File: src/rtl/qc_regif_pkg.sv
// Shared register-select codes and command bit positions for the
// four-axis host register interface.
package qc_regif_pkg;
    typedef logic [2:0] regsel_t;

    // register select codes (read and write maps share them)
    localparam regsel_t SEL_IRQ   = 3'd0;
    localparam regsel_t SEL_MODE0 = 3'd1;
    localparam regsel_t SEL_MODE1 = 3'd2;
    localparam regsel_t SEL_STAT  = 3'd3;
    localparam regsel_t SEL_BYTE0 = 3'd4;
    localparam regsel_t SEL_BYTE1 = 3'd5;
    localparam regsel_t SEL_BYTE2 = 3'd6;
    localparam regsel_t SEL_CMD   = 3'd7;

    // command register bit positions
    localparam int CMD_CNT_CLR  = 0;
    localparam int CMD_CNT_LOAD = 1;
    localparam int CMD_SNAP     = 2;
    localparam int CMD_STAT_CLR = 3;
    localparam int CMD_AXIS_RST = 4;
    localparam int CMD_SIGN_SET = 5;
    localparam int CMD_SIGN_CLR = 6;
    localparam int CMD_IRQ_CLR  = 7;
endpackage

File: src/rtl/qc_wr_sync.sv
// Write strobe synchroniser and rising-edge detector.
// Assumes cs_n and wr_n are asynchronous to clk and that wr_n stays high for at
// least SYNC_STAGES+1 clocks between writes. wr_fire is high for one cycle, the
// cycle after the rising strobe reaches the last synchroniser stage, and only
// if chip select was low alongside the final low strobe sample.
module qc_wr_sync #(
    parameter int SYNC_STAGES = 2
) (
    input  logic clk,
    input  logic rst_n,
    input  logic cs_n,
    input  logic wr_n,
    output logic wr_fire
);
    localparam int TOP = SYNC_STAGES;

    logic [TOP:0] wr_pipe;
    logic [TOP:0] cs_pipe;

    // shift strobes through the synchroniser plus one history stage
    always_ff @(posedge clk) begin
        if (!rst_n) begin
            wr_pipe <= '1;
            cs_pipe <= '1;
        end else begin
            wr_pipe <= {wr_pipe[TOP-1:0], wr_n};
            cs_pipe <= {cs_pipe[TOP-1:0], cs_n};
        end
    end

    assign wr_fire = wr_pipe[TOP-1] & ~wr_pipe[TOP] & ~cs_pipe[TOP];


    wr_fire_single_chk: assert property (@(posedge clk) disable iff (!rst_n)
        wr_fire |=> !wr_fire);
endmodule

File: src/rtl/qc_axis_cfg.sv
// Per-axis configuration storage: two mode bytes and a multi-byte preset.
// Writes land on wr_fire for the selected axis; an axis reset pulse clears
// that axis's storage. Assumes reset pulses never coincide with wr_fire.
module qc_axis_cfg
    import qc_regif_pkg::*;
#(
    parameter int NAXES = 4,
    parameter int DW    = 8,
    parameter int CNTW  = 24
) (
    input  logic                                 clk,
    input  logic                                 rst_n,
    input  logic                                 wr_fire,
    input  regsel_t                              reg_sel,
    input  logic [$clog2(NAXES)-1:0]             axis_sel,
    input  logic [DW-1:0]                        din,
    input  logic [NAXES-1:0]                     axis_rst,
    output logic [NAXES-1:0][DW-1:0]             mode0_q,
    output logic [NAXES-1:0][DW-1:0]             mode1_q,
    output logic [NAXES-1:0][CNTW/DW-1:0][DW-1:0] preset_q
);
    localparam int AXW    = $clog2(NAXES);
    localparam int NBYTES = CNTW / DW;

    for (genvar a = 0; a < NAXES; a++) begin : g_axis
        localparam logic [AXW-1:0] AIDX = AXW'(a);
        logic hit;
        assign hit = wr_fire && (axis_sel == AIDX);

        // mode byte storage for this axis
        always_ff @(posedge clk) begin
            if (!rst_n || axis_rst[a]) begin
                mode0_q[a] <= '0;
                mode1_q[a] <= '0;
            end else if (hit) begin
                if (reg_sel == SEL_MODE0) mode0_q[a] <= din;
                if (reg_sel == SEL_MODE1) mode1_q[a] <= din;
            end
        end

        for (genvar b = 0; b < NBYTES; b++) begin : g_byte
            localparam regsel_t BSEL = 3'(32'(SEL_BYTE0) + b);
            // one preset byte of this axis
            always_ff @(posedge clk) begin
                if (!rst_n || axis_rst[a])
                    preset_q[a][b] <= '0;
                else if (hit && reg_sel == BSEL)
                    preset_q[a][b] <= din;
            end
        end
    end


    cfg_hold_chk: assert property (@(posedge clk) disable iff (!rst_n)
        (!$past(wr_fire) && !$past(|axis_rst)) |-> ($stable(mode0_q) && $stable(mode1_q) && $stable(preset_q)));
endmodule

File: src/rtl/qc_cmd_pulse.sv
// Command register decode: a command write turns each set data bit into a
// one-cycle registered pulse for the selected axis. The register holds no
// state beyond the pulse itself.
module qc_cmd_pulse
    import qc_regif_pkg::*;
#(
    parameter int NAXES = 4,
    parameter int DW    = 8
) (
    input  logic                         clk,
    input  logic                         rst_n,
    input  logic                         wr_fire,
    input  regsel_t                      reg_sel,
    input  logic [$clog2(NAXES)-1:0]     axis_sel,
    input  logic [DW-1:0]                din,
    output logic [DW-1:0][NAXES-1:0]     pulse_q
);
    localparam int AXW = $clog2(NAXES);

    logic cmd_hit;
    assign cmd_hit = wr_fire && (reg_sel == SEL_CMD);

    for (genvar a = 0; a < NAXES; a++) begin : g_axis
        localparam logic [AXW-1:0] AIDX = AXW'(a);
        for (genvar b = 0; b < DW; b++) begin : g_bit
            // single-cycle pulse for command bit b of axis a
            always_ff @(posedge clk) begin
                if (!rst_n) pulse_q[b][a] <= 1'b0;
                else        pulse_q[b][a] <= cmd_hit && (axis_sel == AIDX) && din[b];
            end
        end
    end

    for (genvar b = 0; b < DW; b++) begin : g_chk

        cmd_one_axis_chk: assert property (@(posedge clk) disable iff (!rst_n)
            $onehot0(pulse_q[b]));

        cmd_single_cycle_chk: assert property (@(posedge clk) disable iff (!rst_n)
            (|pulse_q[b]) |=> !(|pulse_q[b]));
    end
endmodule

File: src/rtl/qc_irq_ctrl.sv
// Interrupt mask and pending status. A pending bit captures a 1->0 transition
// of its axis flag while unmasked; it stays set until a per-axis clear or a
// master reset. Assumes flag inputs are synchronous to clk. A new capture
// wins over a clear in the same cycle; a master reset wins over both.
module qc_irq_ctrl #(
    parameter int NAXES = 4
) (
    input  logic             clk,
    input  logic             rst_n,
    input  logic [NAXES-1:0] flag_a_n,
    input  logic             mask_wr,
    input  logic [NAXES-1:0] mask_din,
    input  logic [NAXES-1:0] clr,
    input  logic             mrst,
    output logic [NAXES-1:0] mask_q,
    output logic [NAXES-1:0] status_q,
    output logic             irq_n_o
);
    logic [NAXES-1:0] flag_prev;
    logic [NAXES-1:0] fell;

    // remember last flag level; idle level is high
    always_ff @(posedge clk) begin
        if (!rst_n) flag_prev <= '1;
        else        flag_prev <= flag_a_n;
    end

    assign fell = flag_prev & ~flag_a_n & mask_q;

    // mask and pending status update
    always_ff @(posedge clk) begin
        if (!rst_n || mrst) begin
            mask_q   <= '0;
            status_q <= '0;
        end else begin
            if (mask_wr) mask_q <= mask_din;
            status_q <= (status_q & ~clr) | fell;
        end
    end

    assign irq_n_o = ~|status_q;

    for (genvar i = 0; i < NAXES; i++) begin : g_chk

        irq_set_cause_chk: assert property (@(posedge clk) disable iff (!rst_n)
            $rose(status_q[i]) |-> ($past(mask_q[i]) && $past(flag_prev[i]) && !$past(flag_a_n[i])));
    end


    irq_mrst_clear_chk: assert property (@(posedge clk) disable iff (!rst_n)
        mrst |=> (mask_q == '0 && status_q == '0));
endmodule

File: src/rtl/qc_host_regif.sv
// Four-axis host register interface. Decodes an asynchronous 8-bit bus into
// per-axis configuration writes, command pulses and a shared interrupt.
// Reads are combinational from stored or core-supplied state. Assumes reg_sel,
// axis_sel and dbus_in are held stable until three clock edges after wr_n rises.
module qc_host_regif
    import qc_regif_pkg::*;
#(
    parameter int NAXES       = 4,
    parameter int DW          = 8,
    parameter int CNTW        = 24,
    parameter int SYNC_STAGES = 2
) (
    input  logic                      clk,
    input  logic                      rst_n,
    input  logic                      cs_n,
    input  logic                      rd_n,
    input  logic                      wr_n,
    input  logic [2:0]                reg_sel,
    input  logic [$clog2(NAXES)-1:0]  axis_sel,
    input  logic [DW-1:0]             dbus_in,
    output logic [DW-1:0]             dbus_out,
    output logic                      dbus_oe,
    input  logic [NAXES*DW-1:0]       axis_stat_i,
    input  logic [NAXES*CNTW-1:0]     axis_latch_i,
    input  logic [NAXES-1:0]          flag_a_n_i,
    output logic [NAXES*DW-1:0]       mode0_o,
    output logic [NAXES*DW-1:0]       mode1_o,
    output logic [NAXES*CNTW-1:0]     preset_o,
    output logic [NAXES-1:0]          cnt_clear_o,
    output logic [NAXES-1:0]          cnt_load_o,
    output logic [NAXES-1:0]          latch_snap_o,
    output logic [NAXES-1:0]          stat_clear_o,
    output logic [NAXES-1:0]          axis_reset_o,
    output logic [NAXES-1:0]          sign_set_o,
    output logic [NAXES-1:0]          sign_clear_o,
    output logic                      irq_n
);
    localparam int NBYTES = CNTW / DW;
    localparam int HALF   = DW / 2;

    logic                               wr_fire;
    logic [NAXES-1:0][DW-1:0]           mode0_w;
    logic [NAXES-1:0][DW-1:0]           mode1_w;
    logic [NAXES-1:0][NBYTES-1:0][DW-1:0] preset_w;
    logic [DW-1:0][NAXES-1:0]           pulse_w;
    logic [NAXES-1:0]                   mask_w;
    logic [NAXES-1:0]                   status_w;
    logic [NAXES-1:0][DW-1:0]           stat_arr;
    logic [NAXES-1:0][NBYTES-1:0][DW-1:0] latch_arr;
    logic [DW-1:0]                      rd_byte;

    qc_wr_sync #(.SYNC_STAGES(SYNC_STAGES)) u_wr_sync (
        .clk     (clk),
        .rst_n   (rst_n),
        .cs_n    (cs_n),
        .wr_n    (wr_n),
        .wr_fire (wr_fire)
    );

    qc_axis_cfg #(.NAXES(NAXES), .DW(DW), .CNTW(CNTW)) u_axis_cfg (
        .clk      (clk),
        .rst_n    (rst_n),
        .wr_fire  (wr_fire),
        .reg_sel  (reg_sel),
        .axis_sel (axis_sel),
        .din      (dbus_in),
        .axis_rst (pulse_w[CMD_AXIS_RST]),
        .mode0_q  (mode0_w),
        .mode1_q  (mode1_w),
        .preset_q (preset_w)
    );

    qc_cmd_pulse #(.NAXES(NAXES), .DW(DW)) u_cmd_pulse (
        .clk      (clk),
        .rst_n    (rst_n),
        .wr_fire  (wr_fire),
        .reg_sel  (reg_sel),
        .axis_sel (axis_sel),
        .din      (dbus_in),
        .pulse_q  (pulse_w)
    );

    qc_irq_ctrl #(.NAXES(NAXES)) u_irq_ctrl (
        .clk      (clk),
        .rst_n    (rst_n),
        .flag_a_n (flag_a_n_i),
        .mask_wr  (wr_fire && reg_sel == SEL_IRQ),
        .mask_din (dbus_in[NAXES-1:0]),
        .clr      (pulse_w[CMD_IRQ_CLR]),
        .mrst     (|pulse_w[CMD_AXIS_RST]),
        .mask_q   (mask_w),
        .status_q (status_w),
        .irq_n_o  (irq_n)
    );

    assign mode0_o      = mode0_w;
    assign mode1_o      = mode1_w;
    assign preset_o     = preset_w;
    assign cnt_clear_o  = pulse_w[CMD_CNT_CLR];
    assign cnt_load_o   = pulse_w[CMD_CNT_LOAD];
    assign latch_snap_o = pulse_w[CMD_SNAP];
    assign stat_clear_o = pulse_w[CMD_STAT_CLR];
    assign axis_reset_o = pulse_w[CMD_AXIS_RST];
    assign sign_set_o   = pulse_w[CMD_SIGN_SET];
    assign sign_clear_o = pulse_w[CMD_SIGN_CLR];

    assign stat_arr  = axis_stat_i;
    assign latch_arr = axis_latch_i;

    // read map selection for the addressed axis
    always_comb begin
        rd_byte = '0;
        case (reg_sel)
            SEL_IRQ: begin
                rd_byte[NAXES-1:0]     = mask_w;
                rd_byte[HALF+:NAXES]   = status_w;
            end
            SEL_MODE0: rd_byte = mode0_w[axis_sel];
            SEL_MODE1: rd_byte = mode1_w[axis_sel];
            SEL_STAT:  rd_byte = stat_arr[axis_sel];
            SEL_BYTE0, SEL_BYTE1, SEL_BYTE2:
                       rd_byte = latch_arr[axis_sel][reg_sel[1:0]];
            default:   rd_byte = '0;
        endcase
    end

    assign dbus_oe  = ~cs_n & ~rd_n;
    assign dbus_out = dbus_oe ? rd_byte : '0;
endmodule

File: config.mk
export PLATFORM = sky130hd
export DESIGN_NAME = qc_host_regif
export DESIGN_NICKNAME = d
export VERILOG_FILES = /design/src/rtl/qc_regif_pkg.sv /design/src/rtl/qc_wr_sync.sv /design/src/rtl/qc_axis_cfg.sv /design/src/rtl/qc_cmd_pulse.sv /design/src/rtl/qc_irq_ctrl.sv /design/src/rtl/qc_host_regif.sv
export SDC_FILE = /design/constraint.sdc
export NUM_CORES = 1
export LEC_CHECK = 0
export CAP_MARGIN = 15
export CELL_PAD_IN_SITES_DETAIL_PLACEMENT = 1
export CELL_PAD_IN_SITES_GLOBAL_PLACEMENT = 1
export CORE_MARGIN = 2
export CORE_UTILIZATION = 30
export CTS_BUF_LIST = sky130_fd_sc_hd__clkbuf_4
export DETAILED_ROUTE_END_ITERATION = 8
export DONT_BUFFER_PORTS = 1
export PLACE_DENSITY = 0.55
export SETUP_SLACK_MARGIN = 0.2
export SLEW_MARGIN = 5
export SYNTH_ARGS = -nofsm -noshare
export SYNTH_HDL_FRONTEND = slang
export SYNTH_SLANG_ARGS = --single-unit
File: constraint.sdc
create_clock -name clk -period 3 [get_ports clk]
set_input_delay 0.15 -clock clk [delete_from_list [all_inputs] [get_ports clk]]
set_output_delay 0.15 -clock clk [all_outputs]
set_load 0.05 [all_outputs]
==> flow_results.org <==
** Power and ir drop
- Dividing total power by cell area gives a power density of 521.9 mW/mm2.
- Net Sw Power :: 1386 uW
- Leakage dissipation :: 0.004602 uW
- Internal power comes to 4336 uW.
- Peak supply drop :: 0.2723 mV
- Register share of total power :: 0.489
- Combinational cell fraction of total power :: 0.066
- Of the total power, the clock network draws 0.445.
- Share of total power consumed by net switching :: 0.2423

** Worst hold path
- The worst hold path was traced through 4 stages.
- The worst hold path begins at reg_sel[2].
- For hold timing, the worst endpoint is u_axis_cfg.mode0_q[21]$_SDFFE_PP0P_.
- In this run the worst hold path is classified as in2reg.

** Global route
- Total overflow reported by the global router :: 0
- Met2 routing resource usage after global routing :: 0.3798
- GR Util met3 :: 0.07639
- In the global route stage, overall resource usage came out at 0.2122.
- Via count of the first global-routing pass :: approximately 7.7k
- The layer flagged by global routing as most heavily used is met2.
- Wire length of the first global-routing pass :: 51800 um
- The number of antenna violations at the first check in global routing was 6.
- In the global route stage, met1 resource usage came out at 0.2302.
- Maximum number of pins on one net before global-route repair :: 92

** Logic synthesis
- Post-synth EDFFs :: 0
- Sequential fraction of the synthesis area :: 0.4506
- The synthesized netlist contains between 40 and 50 unique library cells.
- Syn avg cell area :: 9.946 um2
- By instance count, the leading cell after synthesis is mux2i_1.
- Yosys attributes the largest share of cell area to dfxtp_1 (45%), mux2i_1 (25%), nor2_1 (7.9%).
- Share of async-settable or async-resettable flops after synthesis :: 0
- Summing every instance area after synthesis gives 0.009329 mm2.
- FF+latch count, synth :: 210
- During synthesis, Yosys emitted a total of 0 warnings.
- Main synth FF type :: dfxtp_1
- Gate Count Post-Synth :: ~940
- dfxtp_1 takes more of the synthesized area than any other cell.
- The share of synthesized area in the top cell type comes to 0.4506.
- Sorting the synthesized cells by how often they occur yields mux2i_1 (234), dfxtp_1 (210), nor2_1 (197), clkbuf_1 (43), buf_4 (30).
- Syn nets :: 1088

** Timing
- Measured against its own limit, the worst slew margin works out to 0.3283.
- Post-route setup TNS :: 0 ps
- Crit share post-route :: 0.9274
- Timing would allow up to 0.3594 GHz.
- For the pin with the worst max-slew slack, the measured transition is between 1000 and 1500 ps.
- Worst setup skew after layout :: 42.87 ps
- Setup repair after global routing could not meet its margin everywhere.
- The smallest clock period supported by the final layout is computed as approximately 2800 ps.
- Final hold vios :: 0
- The number of pins with negative max-slew slack in the final report is 0.
- Setup violations remaining at the end of the flow were counted as 0.

** Drt
- Dividing the detail-routed via count by the number of cells gives 5.048.
- The routed design has 35470 um of wire.
- Drt initial violations :: 304
- Wire length per cell after detailed routing :: roughly 25 um
- After detailed routing, the number of remaining DRC violations is 0.
- The first detailed-routing pass took 4 iterations.
- Post-DRT Antenna Nets :: 0
- Detailed routing inserted a total of about 7k vias.

** Worst setup path
- For the worst setup path, the data arrival time is approximately 2600 ps.
- In this run the number of cells on the critical path is 4.
- Critical register-to-register path endpoint :: u_axis_cfg.mode0_q[30]$_SDFFE_PP0P_
- Setup slack, reg-to-reg :: ~450 ps
- STA classifies the critical path endpoint as an output port.
- For the worst setup path, the data required time is 2850 ps.
- The slowest stage of the critical path is the nand4_1 cell.
- For the worst flop-to-flop path, the logic depth is 5.
- Buffers plus inverters on the worst setup path :: 0
- Among cell families on the critical path, the largest total delay comes from simple AND/OR/NAND/NOR gates.
- Startpoint types :: flop
- The startpoint identified for the worst register-to-register timing path is u_wr_sync.cs_pipe[2]$_SDFF_PN1_.
- Slowest cell delay on critical path :: 590 ps
- Largest fanout of any net on the critical path :: 3
- Type of the worst setup path :: reg2out
- Ordered list of cells on the worst path :: mux2i_2 -> o22ai_1 -> o21ai_1 -> nand4_1

** Status
- The flow ran to the end, and the final reports show no timing, DRC or antenna violations.

** Floorplan
- Vertical extent of the die :: 180.3 um
- FP Rows :: 64
- Core outline area :: 0.03059 mm2
- From left edge to right edge, the die measures 180.3 um.
- I/O pins :: 348
- Area of the die :: 0.03252 mm2
- For this configuration, the core starts out at a cell density of 0.3050.

** Clocking
- The root buffer cell chosen for the clock tree is clkbuf_4.
- Clock tree buffer depth :: 3
- Maximum level of the CTS H-tree :: 2
- The clock reaches the later pin of the worst-skew pair after around 670 ps.
- The clock net in this run drives a total of 210 sinks.
- Number of CTS-inserted buffers :: 55
- Clock transition at the register clock pins on the worst setup and hold paths after CTS :: 70 ps
- TritonCTS clock tree :: done

** Placed design
- Port buffer count :: 0
- Final weighted congestion of routability-driven global placement :: 0.8350
- Half-perimeter wire length of the detailed placement result :: 24590 um

** Final layout
- Utilization after layout :: 0.3584
- Net count, final :: ~1.1k
- Fill cell instance count of the final layout :: approximately 3.4k
- Of the cells placed in the final design, the portion with a size suffix greater than 1 is 0.1932.
- Compared with the post-synthesis result, the final layout area differs by 17.53%.

** Job
- Max-Cap Viols :: 0
[cell type report]
class / instances / area (um2) / share of cell area
sequential: 210 / 4209 / 0.3839
multi-input combinational: 631 / 4662 / 0.4252
clock inverter: 6 / 48.80 / 0.004451
tap: 396 / 495.5 / 0.04519
clock buffer: 88 / 660.6 / 0.06025
antenna: 5 / 12.51 / 0.001141
timing repair buffer: 90 / 875.8 / 0.07988
[worst max path at each step]
stage / start / slack, ps / to
after floorplan: u_irq_ctrl.status_q[0]$_SDFF_PP0_ / 990 / irq_n
after global routing: u_axis_cfg.mode0_q[29]$_SDFFE_PP0P_ / 180 / dbus_out[5]
after global placement: u_axis_cfg.mode1_q[21]$_SDFFE_PP0P_ / 730 / dbus_out[5]
after detailed placement: u_axis_cfg.mode1_q[21]$_SDFFE_PP0P_ / 740 / dbus_out[5]
final: u_axis_cfg.mode1_q[28]$_SDFFE_PP0P_ / 220 / dbus_out[4]
after CTS: u_axis_cfg.mode1_q[21]$_SDFFE_PP0P_ / 170 / dbus_out[5]
[cells in the final DEF, fill, tap and decap left out, types with 11 or more instances in the layout]
master and n:
dlygate4sd3_1 35, nand2_1 18, o22ai_1 14, nand2b_1 17, mux4_2 11, nor2_1 196
dfxtp_1 206, mux2i_1 230, buf_4 46, nand3_1 27, clkbuf_4 88, a22oi_1 15
[state kept, by name, indices dropped and copies added, names as in the netlist]
signal                cells
u_cmd_pulse.pulse_q      32
u_wr_sync.wr_pipe         3
u_axis_cfg.mode0_q       32
u_axis_cfg.preset_q      96
u_irq_ctrl.mask_q         4
u_wr_sync.cs_pipe         3
u_irq_ctrl.flag_prev      4
u_axis_cfg.mode1_q       32
u_irq_ctrl.status_q       4
[kinds of logic after synthesis]
| group | share of synthesized area |
|---|---|
| AOI/OAI and AO/OA | 0.04064 |
| buffers and inverters | 0.05378 |
| DFF | 0.4506 |
| muxes | 0.2776 |
| and+or+nand+nor | 0.1773 |
[what timing repair did]
| item | 4_1_cts | 5_1_grt |
|---|---|---|
| setup buffers | 0 | 12 |
| pin swaps | 5 | 4 |
| hold buffers | 43 | 0 |
| hold endpoints to repair | 210 | 0 |
| gates resized for setup | 10 | 5 |
| setup endpoints to repair | 7 | 6 |
[through the flow]
stage / cell area (um2) / instances / setup slack (ps) / hold slack, ps / power (uW)
floorplan: 9329 / 938 / 991.2 / 251.5 / 3124
global placement: 9617 / 1272 / 726.6 / 229.0 / 3117
detailed placement: 9617 / 1272 / 737.1 / 231.4 / 3117
CTS: 10850 / 1409 / 166.4 / 3.628 / 5829
global route: 10960 / 1425 / 184.1 / 43.53 / 5985
finish: 10960 / 1426 / 217.8 / 60.52 / 5722
[worst register-to-register path, stage by stage (launching register included)]
cell	delay [ps]
dfxtp_1	370
and4bb_2	460
nand3_1	620
mux2i_1	340
dlygate4sd3_1	590
nor2_1	40
[power groups by stage]
| stage | clock network, uW | logic (uW) | registers (uW) |
|---|---|---|---|
| after floorplan | 0 | 264 | 2860 |
| after global placement | 0 | 257 | 2860 |
| after detailed placement | 0 | 257 | 2860 |
| after CTS | 2650 | 384 | 2800 |
| after global routing | 2780 | 405 | 2800 |
| final | 2550 | 377 | 2800 |
[routing by layer]
layer  wire length [um]  share of wire  vias up
li1                   -              -     3360
met1              13400           0.38     3485
met2              17940           0.51      299
met3               3141          0.089       55
met4                986          0.028        0
met5                  0              0        -
No activity file was read; power rests on OpenSTA's default activity.
